## src/rtl/fsa_pkg.sv

```systemverilog
package fsa_pkg;

  typedef enum logic [2:0] {
    ST_IDLE  = 3'd0,
    ST_WRITE = 3'd1,
    ST_ACK   = 3'd2,
    ST_READ  = 3'd3,
    ST_DRAIN = 3'd4
  } arb_state_t;

  // words in one stored frame
  function automatic int unsigned frame_words(input int unsigned w, input int unsigned h);
    return w * h;
  endfunction

  // add one, holding at all-ones
  function automatic logic [7:0] sat_inc8(input logic [7:0] v);
    return (v == 8'hFF) ? v : v + 8'd1;
  endfunction

endpackage

```

## src/rtl/fsa_word_counter.sv

```systemverilog
module fsa_word_counter #(
  parameter int unsigned WORDS = 128
) (
  input  logic clk,
  input  logic rst_n,
  input  logic run,
  input  logic inc,
  output logic last_o
);
  localparam int CW = (WORDS > 1) ? $clog2(WORDS) : 1;
  localparam logic [CW-1:0] LAST = CW'(WORDS - 1);

  logic [CW-1:0] cnt_q;

  assign last_o = run && inc && (cnt_q == LAST);

  always_ff @(posedge clk) begin
    if (!rst_n || !run || last_o) cnt_q <= '0;
    else if (inc)                 cnt_q <= cnt_q + 1'b1;
  end
endmodule

```

## src/rtl/fsa_ack_timer.sv

```systemverilog
module fsa_ack_timer #(
  parameter int unsigned LIMIT = 16
) (
  input  logic clk,
  input  logic rst_n,
  input  logic run,
  output logic expire_o
);
  localparam int TW = (LIMIT > 1) ? $clog2(LIMIT) : 1;
  localparam logic [TW-1:0] END_V = TW'(LIMIT - 1);

  logic [TW-1:0] cnt_q;

  assign expire_o = run && (cnt_q == END_V);

  always_ff @(posedge clk) begin
    if (!rst_n || !run || expire_o) cnt_q <= '0;
    else                            cnt_q <= cnt_q + 1'b1;
  end
endmodule

```

## src/rtl/fsa_sat_counter.sv

```systemverilog
module fsa_sat_counter (
  input  logic       clk,
  input  logic       rst_n,
  input  logic       inc,
  output logic [7:0] value_o
);
  import fsa_pkg::*;

  logic [7:0] val_q;
  assign value_o = val_q;

  always_ff @(posedge clk) begin
    if (!rst_n)   val_q <= 8'd0;
    else if (inc) val_q <= sat_inc8(val_q);
  end
endmodule

```

## src/rtl/frame_store_arbiter.sv

```systemverilog
module frame_store_arbiter #(
  parameter int unsigned FRAME_W     = 16,
  parameter int unsigned FRAME_H     = 8,
  parameter int unsigned ACK_TIMEOUT = 16
) (
  input  logic       clk,
  input  logic       rst_n,
  input  logic       early_rearm_i,
  input  logic       sof_i,
  input  logic       eof_i,
  input  logic       enc_busy_i,
  input  logic       enc_done_i,
  input  logic       rd_word_i,
  output logic       wr_en_o,
  output logic       rd_en_o,
  output logic       enc_start_o,
  output logic [7:0] drop_cnt_o,
  output logic       ack_err_o
);
  import fsa_pkg::*;

  localparam int unsigned NWORDS = frame_words(FRAME_W, FRAME_H);

  arb_state_t state_q, state_d;
  logic start_q, err_q;

  // named internal events
  logic in_write, in_ack, in_read, in_drain;
  logic frame_open, frame_close, busy_seen, read_last, ack_expired, ack_fail, drop_event;

  assign in_write = (state_q == ST_WRITE);
  assign in_ack   = (state_q == ST_ACK);
  assign in_read  = (state_q == ST_READ);
  assign in_drain = (state_q == ST_DRAIN);

  assign frame_open  = (state_q == ST_IDLE) && sof_i;
  assign frame_close = in_write && eof_i;
  assign busy_seen   = in_ack && enc_busy_i;
  assign ack_fail    = in_ack && !enc_busy_i && ack_expired;
  assign drop_event  = sof_i && (in_ack || in_read || in_drain);

  fsa_word_counter #(.WORDS(NWORDS)) u_words (
    .clk    (clk),
    .rst_n  (rst_n),
    .run    (in_read),
    .inc    (rd_word_i),
    .last_o (read_last)
  );

  fsa_ack_timer #(.LIMIT(ACK_TIMEOUT)) u_timer (
    .clk      (clk),
    .rst_n    (rst_n),
    .run      (in_ack),
    .expire_o (ack_expired)
  );

  fsa_sat_counter u_drops (
    .clk     (clk),
    .rst_n   (rst_n),
    .inc     (drop_event),
    .value_o (drop_cnt_o)
  );

  always_comb begin
    state_d = state_q;
    unique case (state_q)
      ST_IDLE:  if (frame_open)  state_d = ST_WRITE;
      ST_WRITE: if (frame_close) state_d = ST_ACK;
      ST_ACK: begin
        if (busy_seen)     state_d = ST_READ;
        else if (ack_fail) state_d = ST_IDLE;
      end
      ST_READ:  if (read_last)   state_d = early_rearm_i ? ST_IDLE : ST_DRAIN;
      ST_DRAIN: if (enc_done_i)  state_d = ST_IDLE;
      default:                   state_d = ST_IDLE;
    endcase
  end

  always_ff @(posedge clk) begin
    if (!rst_n) begin
      state_q <= ST_IDLE;
      start_q <= 1'b0;
      err_q   <= 1'b0;
    end else begin
      state_q <= state_d;
      start_q <= frame_close;
      err_q   <= err_q | ack_fail;
    end
  end

  assign wr_en_o     = in_write;
  assign rd_en_o     = in_read;
  assign enc_start_o = start_q;
  assign ack_err_o   = err_q;
endmodule

```

## config.mk

```make
export PLATFORM = sky130hd
export DESIGN_NAME = frame_store_arbiter
export DESIGN_NICKNAME = d
export VERILOG_FILES = /design/src/rtl/fsa_pkg.sv /design/src/rtl/fsa_word_counter.sv /design/src/rtl/fsa_ack_timer.sv /design/src/rtl/fsa_sat_counter.sv /design/src/rtl/frame_store_arbiter.sv
export SDC_FILE = /design/constraint.sdc
export NUM_CORES = 1
export LEC_CHECK = 0
export ABC_AREA = 1
export CAP_MARGIN = 20
export CORE_MARGIN = 5
export CORE_UTILIZATION = 50
export CTS_BUF_LIST = sky130_fd_sc_hd__clkbuf_4
export DETAILED_ROUTE_END_ITERATION = 7
export PLACE_DENSITY = 0.77
export SYNTH_ARGS = -nofsm -noshare
export SYNTH_HDL_FRONTEND = slang
export SYNTH_HIERARCHICAL = 1
export SYNTH_SLANG_ARGS = --single-unit
```

## constraint.sdc

```tcl
create_clock -name clk -period 1.6 [get_ports clk]
set_clock_uncertainty 0.2 [all_clocks]
set_input_delay 0.4 -clock clk [delete_from_list [all_inputs] [get_ports clk]]
set_output_delay 0.4 -clock clk [all_outputs]
set_load 0.05 [all_outputs]
```

After elaboration in Yosys (flattened, before gate mapping) --
Index checks and enable logic that the tools add are counted. Widths: inputs -> output; s select.
Operators by class: add/sub/neg operators 3, equal/unequal tests 12, muxes and demuxes 8, bitwise gates (word level) 2, reduce and logical (&&, ||, !) cells 22
Operator list (count):
- $mux 3 | 7
- $pmux 3 s5 | 1
- $logic_and 1x1->1 | 9
- $add 8x1->8 const B | 1
- $eq 8x8->1 const B | 1
- $add 7x1->7 const B | 1
- $eq 7x7->1 const B | 1
- $eq 3x2->1 const B | 2
- $logic_or 1x1->1 | 6
- $reduce_and 5->1 | 1
- $add 4x1->4 const B | 1
- $eq 4x4->1 const B | 1
- $logic_not 1->1 | 4
- $ne 2x1->1 const B | 2
- $ne 2x2->1 const B | 2
- $eq 3x1->1 const B | 1
- $eq 3x3->1 const B | 1
- $logic_not 3->1 | 1
- $ne 3x1->1 const B | 1
- $reduce_and 2->1 | 1
- $not 1->1 | 1
- $or 1x1->1 | 1
Word-level totals: bits in registers 24, logic and storage cells 53

Longest topological paths before layout --
Gate-level depths: netlist of run 1.
word-level depth 6, mapped depth 12, gate-level depth less buffers 12

Hierarchy --
The synthesis of run 1 kept the hierarchy.
Modules (own cells, without submodules):
- fsa_sat_counter | times used 1, cells each 72, area each 479.2 um^2, sequential area each 160.2 um^2
- fsa_word_counter | times used 1, cells each 50, area each 371.6 um^2, sequential area each 140.1 um^2
- frame_store_arbiter | times used 1, cells each 54, area each 367.9 um^2, sequential area each 100.1 um^2
- fsa_ack_timer | times used 1, cells each 22, area each 168.9 um^2, sequential area each 80.1 um^2

Worst setup path before layout of run 1 --
OpenSTA, ideal clock, no wires.
path type reg2reg, start reg state_q[0], end reg state_q[1], arrival time 1939 ps, data required time 1338 ps, path slack -601 ps, stages on the path, launching flop included 7, path buffers 0, period minus slack after synthesis 2201 ps, path through dfxtp_1 -> inv_2 -> nor3_1 -> nor2_1 -> nand3_1 -> nand2_1 -> nor2_2
RTL lines:
- from (decl) | RTL line frame_store_arbiter.sv:24 | arb_state_t state_q, state_d;
- from (signal assigned) | RTL line frame_store_arbiter.sv:85 | state_q <= state_d;
- $eq 3x1->1 * | RTL line frame_store_arbiter.sv:31 | assign in_write = (state_q == ST_WRITE);
- named net wr_en_o | RTL line frame_store_arbiter.sv:14 | output logic wr_en_o,
- $logic_and 1x1->1 | RTL line frame_store_arbiter.sv:37 | assign frame_close = in_write && eof_i;
- $ne 2x1->1 (no line)
- $reduce_and 5->1 (no line)
The timed path passes the listed nets; every way through them passes the cells marked *. A chain may end at the register's enable or synchronous reset.

Worst setup path in the final report of run 1 --
start reg state_q[2], end out wr_en_o
Between the ends: word-level cells in the longest chain between the ends 1
Ends and longest elaborated chain (RTL line):
- $eq 3x1->1 | frame_store_arbiter.sv:31
- to (decl) | frame_store_arbiter.sv:14
No other way between the ends.

==> run summary, run 1 <==
Net Count, Synth: 209
Routed WL: 3.32 mm
Top cell type's share of synthesized area: 0.346
Share of cells above drive strength 1: 0.427
Net Switching: 834 uW
Area of the multi-input gates: 856 sq um
Top cells by count, synth: nand2_1, nor2_1, inv_1
Cts bufs inserted: 3
Combinational power share: 0.546
Buffers plus inverters on the worst setup path: 2
Fillers: 187
CTS tree: yes
Core Rows: 19
Outcome: finished with violations
Placeable Area: 2710 sq um
Crit path cell chain: buf_6, nor3_4, buf_12
Hold Crit Class: reg -> reg
Final period util: 1.13
Synth top area cells: dfxtp_1, nand2_1, nor2_1, inv_1, a21oi_1
Vert. Die Dim: 62.7 microns
Cell depth of the worst flop-to-flop path: 12
Detail Route Antenna Nets: 0
Tot GR Track Use: 0.165
Rel. slew slack: 0.834
CTS clk-pin slew, worst paths: 0.13 ns
Req. time, crit path: 1.00 ns
Power Density: 1020 nW/um^2
Slew Viols, Final: 0
Internal: 1.34 mW
Nets: 265
Leakage: 0.884 nW
WHS: 0.279 ns
IO Count: 20
Final setup fails: 8
RePlAce Congestion: 0.843
Reg2Reg Launch Point: u_words/cnt_q[0]
Post-synth cell types: 25
CTS Buffer Depth: 2
Worst setup SP type: flop
Critical path's top delay family: flip-flops
Worst r2r dst: state_q[1]
Cell taking the most area after synthesis: dfxtp_1
Crit path arrival time: 1.20 ns
Ys async rst share: 0
Congestion Overflow GR: 0
Fin. Hold Viols: 0
Clock latency on the worst-skew pair: 0.31 ns
Area growth, synth to finish: 53.1%
N_diodes: 0
Clock power frac: 0.123
First-pass GRT wire length: 5.46 mm
Setup ws final: -0.204 ns
Vias in the first global route: 1259
Setup slack, reg-to-reg: -0.12 ns
HP Start: u_timer/cnt_q[0]
Initial Util: 0.512
Sequential Area: 498 sq um
CP Depth: 3
Syn Area/Cell: 7.01 sq um
Cell Area, Synth: 1390 sq um
# H-tree levels: 1
Hold path cells: 1
Failing checks: negative setup slack
YS warnings: 6
Critical path class: reg -> out
Sequential share of power: 0.331
Post-synth EDFFs: 0
Crit path capture type: output pin
Max cap viols: 0
Worst-margin pin slew: 0.248 ns
Via/cell ratio: 4.92
Most numerous cell in the Yosys netlist: nand2_1
I/O Buffers: 19
Initial antenna violation count: 0
Vias: 1397
Hold Path Sink: u_timer/cnt_q[0]
Fin crit period: 1.80 ns
Post-DP HPWL: 2.35 mm
RSZ-0062 raised after global routing: yes
Die Wd: 62.7 microns
Non-filler cells, final: 284
Top FF cell, synth: dfxtp_1
Sw Share: 0.384
Max stage delay on crit path: 0.37 ns
Die area: 3930 sq um
Flops & latches, synth: 24
WL per Instance: 11.7 microns
DR pass1 iterations: 4
Post-Place Setup Slack: -0.510 ns
Synth Instances: 198
Top fanout value on the critical path: 4
DP Cell Count: 267
DRC: 0
Fmax: 0.554 GHz
1st-iter DRT viols: 42
Clock Tree Root: clkbuf_4
CTS Sinks: 24
Sequential area share after synthesis: 0.346
Largest net degree at the start of global routing: 14
Peak supply drop: 0.800 mV
CP max-delay cell: dfxtp_4
[placed cells by master, fill, tap and decap left out, types with 2 or more instances in the layout]
cell type / count
nand2_1: 39
buf_4: 29
nor2_1: 27
inv_1: 24
dfxtp_1: 14
a21oi_1: 12
buf_12: 12
nor2_2: 10
nand3_2: 9
nand2_2: 8
nand3_1: 8
dfxtp_2: 8
nor2_4: 7
clkdlybuf4s50_1: 6
buf_6: 6
inv_2: 4
nand3b_1: 3
nand4_1: 3
clkbuf_4: 3
nor3_2: 2
dfxtp_4: 2
ha_1: 2
nand2_4: 2
[metal layers]
layer	up-vias	track usage	part of all wire
met1	642	0.203	0.45
met3	6	0.0252	0.025
met2	18	0.298	0.51
met4	0	0.0398	0.014
li1	731	-	-
met5	-	0	0
[worst reg2reg max path, stage by stage, from the launching register on]
cell and delay (ns):
dfxtp_2 0.37, ha_4 0.15, nand2_4 0.06, nor2_4 0.10
nand3_2 0.09, nor2_2 0.11, inv_1 0.06, nand2_2 0.08
nand2_2 0.06, nor2_4 0.14, nand3_1 0.10, nand2_1 0.08
nor2_2 0.03
[stage by stage]
| step | setup TNS, ns | instance area (sq um) | total power, mW | util |
|---|---|---|---|---|
| floorplan | -0.372 | 1410 | 1.28 | - |
| detailed placement | -5.79 | 1890 | 1.68 | 0.699 |
| global placement | -5.25 | 1890 | 1.65 | 0.699 |
| CTS | -0.587 | 2030 | 2.09 | 0.748 |
| global route | -1.70 | 2120 | 2.30 | 0.784 |
| finish | -0.769 | 2120 | 2.17 | 0.784 |
[registers in the layout (all words and copies together) (netlist names)]
| name | count |
|---|---|
| u_drops/value_o | 8 |
| u_words/cnt_q | 7 |
| u_timer/cnt_q | 4 |
| state_q | 3 |
| ack_err_o | 1 |
| enc_start_o | 1 |
[final cells by class]
cell class / instances / share of cell area
timing repair buffer: 54 / 0.280
inverter: 29 / 0.0524
tap: 31 / 0.0183
sequential: 24 / 0.234
clock buffer: 3 / 0.0106
clock inverter: 1 / 0.00177
multi-input combinational: 142 / 0.403
[power groups by stage]
stage | Combinational (mW) | Sequential (mW) | Clock [mW]
global placement | 0.928 | 0.725 | 0
finish | 1.19 | 0.718 | 0.267
floorplan | 0.474 | 0.805 | 0
global route | 1.27 | 0.724 | 0.301
detailed placement | 0.950 | 0.728 | 0
CTS | 1.10 | 0.715 | 0.275
[worst max-delay path by stage]
stage / startpoint / end / slack, ns
floorplan: state_q[2] / wr_en_o / -0.14
global placement: rd_word_i / state_q[1] / -0.48
detailed placement: rd_word_i / state_q[1] / -0.51
CTS: state_q[1] / wr_en_o / -0.21
global route: u_words/cnt_q[0] / state_q[1] / -0.29
finish: state_q[2] / wr_en_o / -0.20
[repair_timing]
action,CTS,global route
hold buffers,0,0
pin swaps,11,10
buffers inserted,6,6
gates cloned,0,1
endpoints found under the setup margin,11,16
resized for setup,19,15
[cell families (layout without fill, tap and decap cells)]
logic type / Yosys count / count (layout) / synth area share
adder cells (fa/ha/maj): 3 / 3 / 0.0271
AO/OA/AOI/OAI: 17 / 17 / 0.0676
XOR/XNOR: 2 / 2 / 0.0126
AND/OR/NAND/NOR: 119 / 120 / 0.438
flip-flops: 24 / 24 / 0.346
buffers and inverters: 33 / 87 / 0.108
No activity file was read; power rests on OpenSTA's default activity.
==> inputs of run 2 (changes only) <==
--- a/config.mk
+++ b/config.mk
@@ -12,6 +12,7 @@
 export CTS_BUF_LIST = sky130_fd_sc_hd__clkbuf_4
 export DETAILED_ROUTE_END_ITERATION = 7
 export PLACE_DENSITY = 0.77
+export REMOVE_ABC_BUFFERS = 1
 export SYNTH_ARGS = -nofsm -noshare
 export SYNTH_HDL_FRONTEND = slang
 export SYNTH_HIERARCHICAL = 1
==> run 2 against run 1 <==
Net effect:
- the run still ends with negative setup slack left
- routed wire length grew 18%
- global-route usage grew 2.5 points
- fmax shrank 2.6%
- combinational power is essentially flat
- hold slack gained 0.0071 ns
- critical path depth grew 1
- sequential share of layout area shrank 0.68 points
- flip-flop and latch count is the same
- largest power group unchanged
==> run summary, run 2 (synthesized netlist as in run 1, its figures left out) <==
Outcome: finished with violations
Failing checks: negative setup slack
Worst-margin pin slew: 0.276 ns (+0.0286 ns)
Placeable Area: 2710 sq um (unchanged)
RePlAce Congestion: 0.820 (-2.7%)
DP Area: 1880 sq um (-0.53%)
Vias: 1532 (+9.7%)
Cts bufs inserted: 3 (unchanged)
Die Wd: 62.7 microns (unchanged)
Worst r2r dst: state_q[1]
RSZ-0062 raised after global routing: yes
Routed WL: 3.93 mm (+18%)
Power Density: 1100 nW/um^2 (+7.3%)
Crit. Startpoint: state_q[1]
Fillers: 158 (-16%)
# hold bufs at CTS: 0 (unchanged)
Sequential Area: 497 sq um (-0.25%)
Clock latency on the worst-skew pair: 0.34 ns (+0.03 ns)
Peak supply drop: 1.13 mV (+41%)
CTS Sinks: 24 (unchanged)
N_diodes: 0 (unchanged)
Most frequent cells in the layout: nand2_1, buf_4, nor2_1, inv_1, dfxtp_1
CTS tree: yes
Setup slack, reg-to-reg: -0.17 ns (-0.05 ns)
Area of the multi-input gates: 858 sq um (+0.29%)
Post-DP HPWL: 2.28 mm (-3.1%)
CTS Buffer Depth: 2 (unchanged)
First-pass GRT wire length: 6.16 mm (+13%)
Max cap viols: 0 (unchanged)
Rel. slew slack: 0.815 (-0.0191)
Fin. Hold Viols: 0 (unchanged)
TNS Setup: -1.10 ns (-0.328 ns)
Hold Crit Class: reg -> reg
Fmax: 0.540 GHz (-2.6%)
Fin crit period: 1.85 ns (+0.0482 ns)
Initial Util: 0.512 (unchanged)
Slew Viols, Final: 0 (unchanged)
CTS clk-pin slew, worst paths: 0.14 ns (about the same)
Top fanout value on the critical path: 3 (-1)
Leakage: 0.917 nW (+3.8%)
Max FFs per register: 8 (unchanged)
Commonest non-fill, non-tap cell in the layout: nand2_1
Vert. Die Dim: 62.7 microns (unchanged)
DRC: 0 (unchanged)
Via/cell ratio: 5.34 (+8.5%)
Area growth, synth to finish: 57.3%
Core Rows: 19 (unchanged)
Setup ws final: -0.252 ns (-0.0482 ns)
Congestion Overflow GR: 0 (unchanged)
Hold path cells: 1 (unchanged)
Crit path arrival time: 1.25 ns (+0.05 ns)
DR pass1 iterations: 4 (unchanged)
Final setup fails: 9 (+1)
1st-iter DRT viols: 71 (+69%)
Nets: 268 (+1.1%)
Cell depth of the worst flop-to-flop path: 12 (unchanged)
Tot GR Track Use: 0.190 (+0.0250)
Worst Setup EP: wr_en_o
Final period util: 1.16 (+0.0301)
# H-tree levels: 1 (unchanged)
Reg2Reg Launch Point: u_words/cnt_q[0]
Vias in the first global route: 1466 (+16%)
Largest net degree at the start of global routing: 15 (+1)
Detail Route Antenna Nets: 0 (unchanged)
Worst setup SP type: flop
I/O Buffers: 19 (unchanged)
Share of cells above drive strength 1: 0.441 (+0.0145)
Critical path class: reg -> out
Initial antenna violation count: 0 (unchanged)
Clock Tree Root: clkbuf_4
Post-route design area: 2180 sq um (+2.7%)
Req. time, crit path: 1.00 ns (about the same)
WL per Instance: 13.7 microns (+17%)
Die area: 3930 sq um (unchanged)
IO Count: 20 (unchanged)
Crit path capture type: output pin
run 2: timing repair:
action | CTS | global route
gates resized for setup | 27 | 20
pin swaps | 10 | 9
setup buffers | 12 | 2
gates cloned | 0 | 1
endpoints found under the setup margin | 13 | 28
run 2: how the worst min path moves through the flow:
| stage | endpoint | start | slack (ns) |
|---|---|---|---|
| finish | u_timer/cnt_q[0] | u_timer/cnt_q[0] | 0.29 |
| global route | u_timer/cnt_q[0] | u_timer/cnt_q[0] | 0.29 |
| CTS | u_timer/cnt_q[0] | u_timer/cnt_q[0] | 0.28 |
| detailed placement | u_timer/cnt_q[0] | u_timer/cnt_q[0] | 0.25 |
| global placement | u_timer/cnt_q[0] | u_timer/cnt_q[0] | 0.25 |
| floorplan | u_timer/cnt_q[0] | u_timer/cnt_q[0] | 0.23 |
run 2: report_power, final:
part,total [mW],internal [mW],leakage [nW],switching (mW)
sequential,0.714,0.665,0.200,0.0490
combinational,1.22,0.595,0.690,0.621
clock,0.461,0.254,0.0279,0.207
total,2.39,1.51,0.917,0.876
run 2: through the flow:
step,std cells,setup WS (ns),hold WS (ns),power (mW),utilization
floorplan,194,-0.601,0.230,1.23,-
global placement,269,-0.548,0.246,1.67,0.695
detailed placement,269,-0.572,0.253,1.68,0.695
CTS,285,-0.250,0.285,2.30,0.775
global route,287,-0.300,0.293,2.52,0.805
finish,287,-0.252,0.286,2.39,0.805
run 2: layer usage:
metal  part of all wire  up-vias  routed length, microns  GRT usage
li1                   -      738                       -          -
met1               0.41      719                    1600      0.219
met2               0.51       59                    1990      0.339
met3              0.058       16                     228     0.0378
met4              0.029        0                     114     0.0769
met5                  0        -                       0          0
run 2: area by class of cell:
type	instances	share of cell area
multi-input combinational	142	0.393
timing repair buffer	57	0.286
sequential	24	0.228
inverter	29	0.0510
tap	31	0.0178
clock inverter	1	0.0138
clock buffer	3	0.0103
run 2: worst max-delay path, stage by stage, from the launching register on:
cell and delay (ns):
dfxtp_2 0.36, buf_6 0.12, nor3_2 0.16, buf_4 0.15, buf_12 0.13
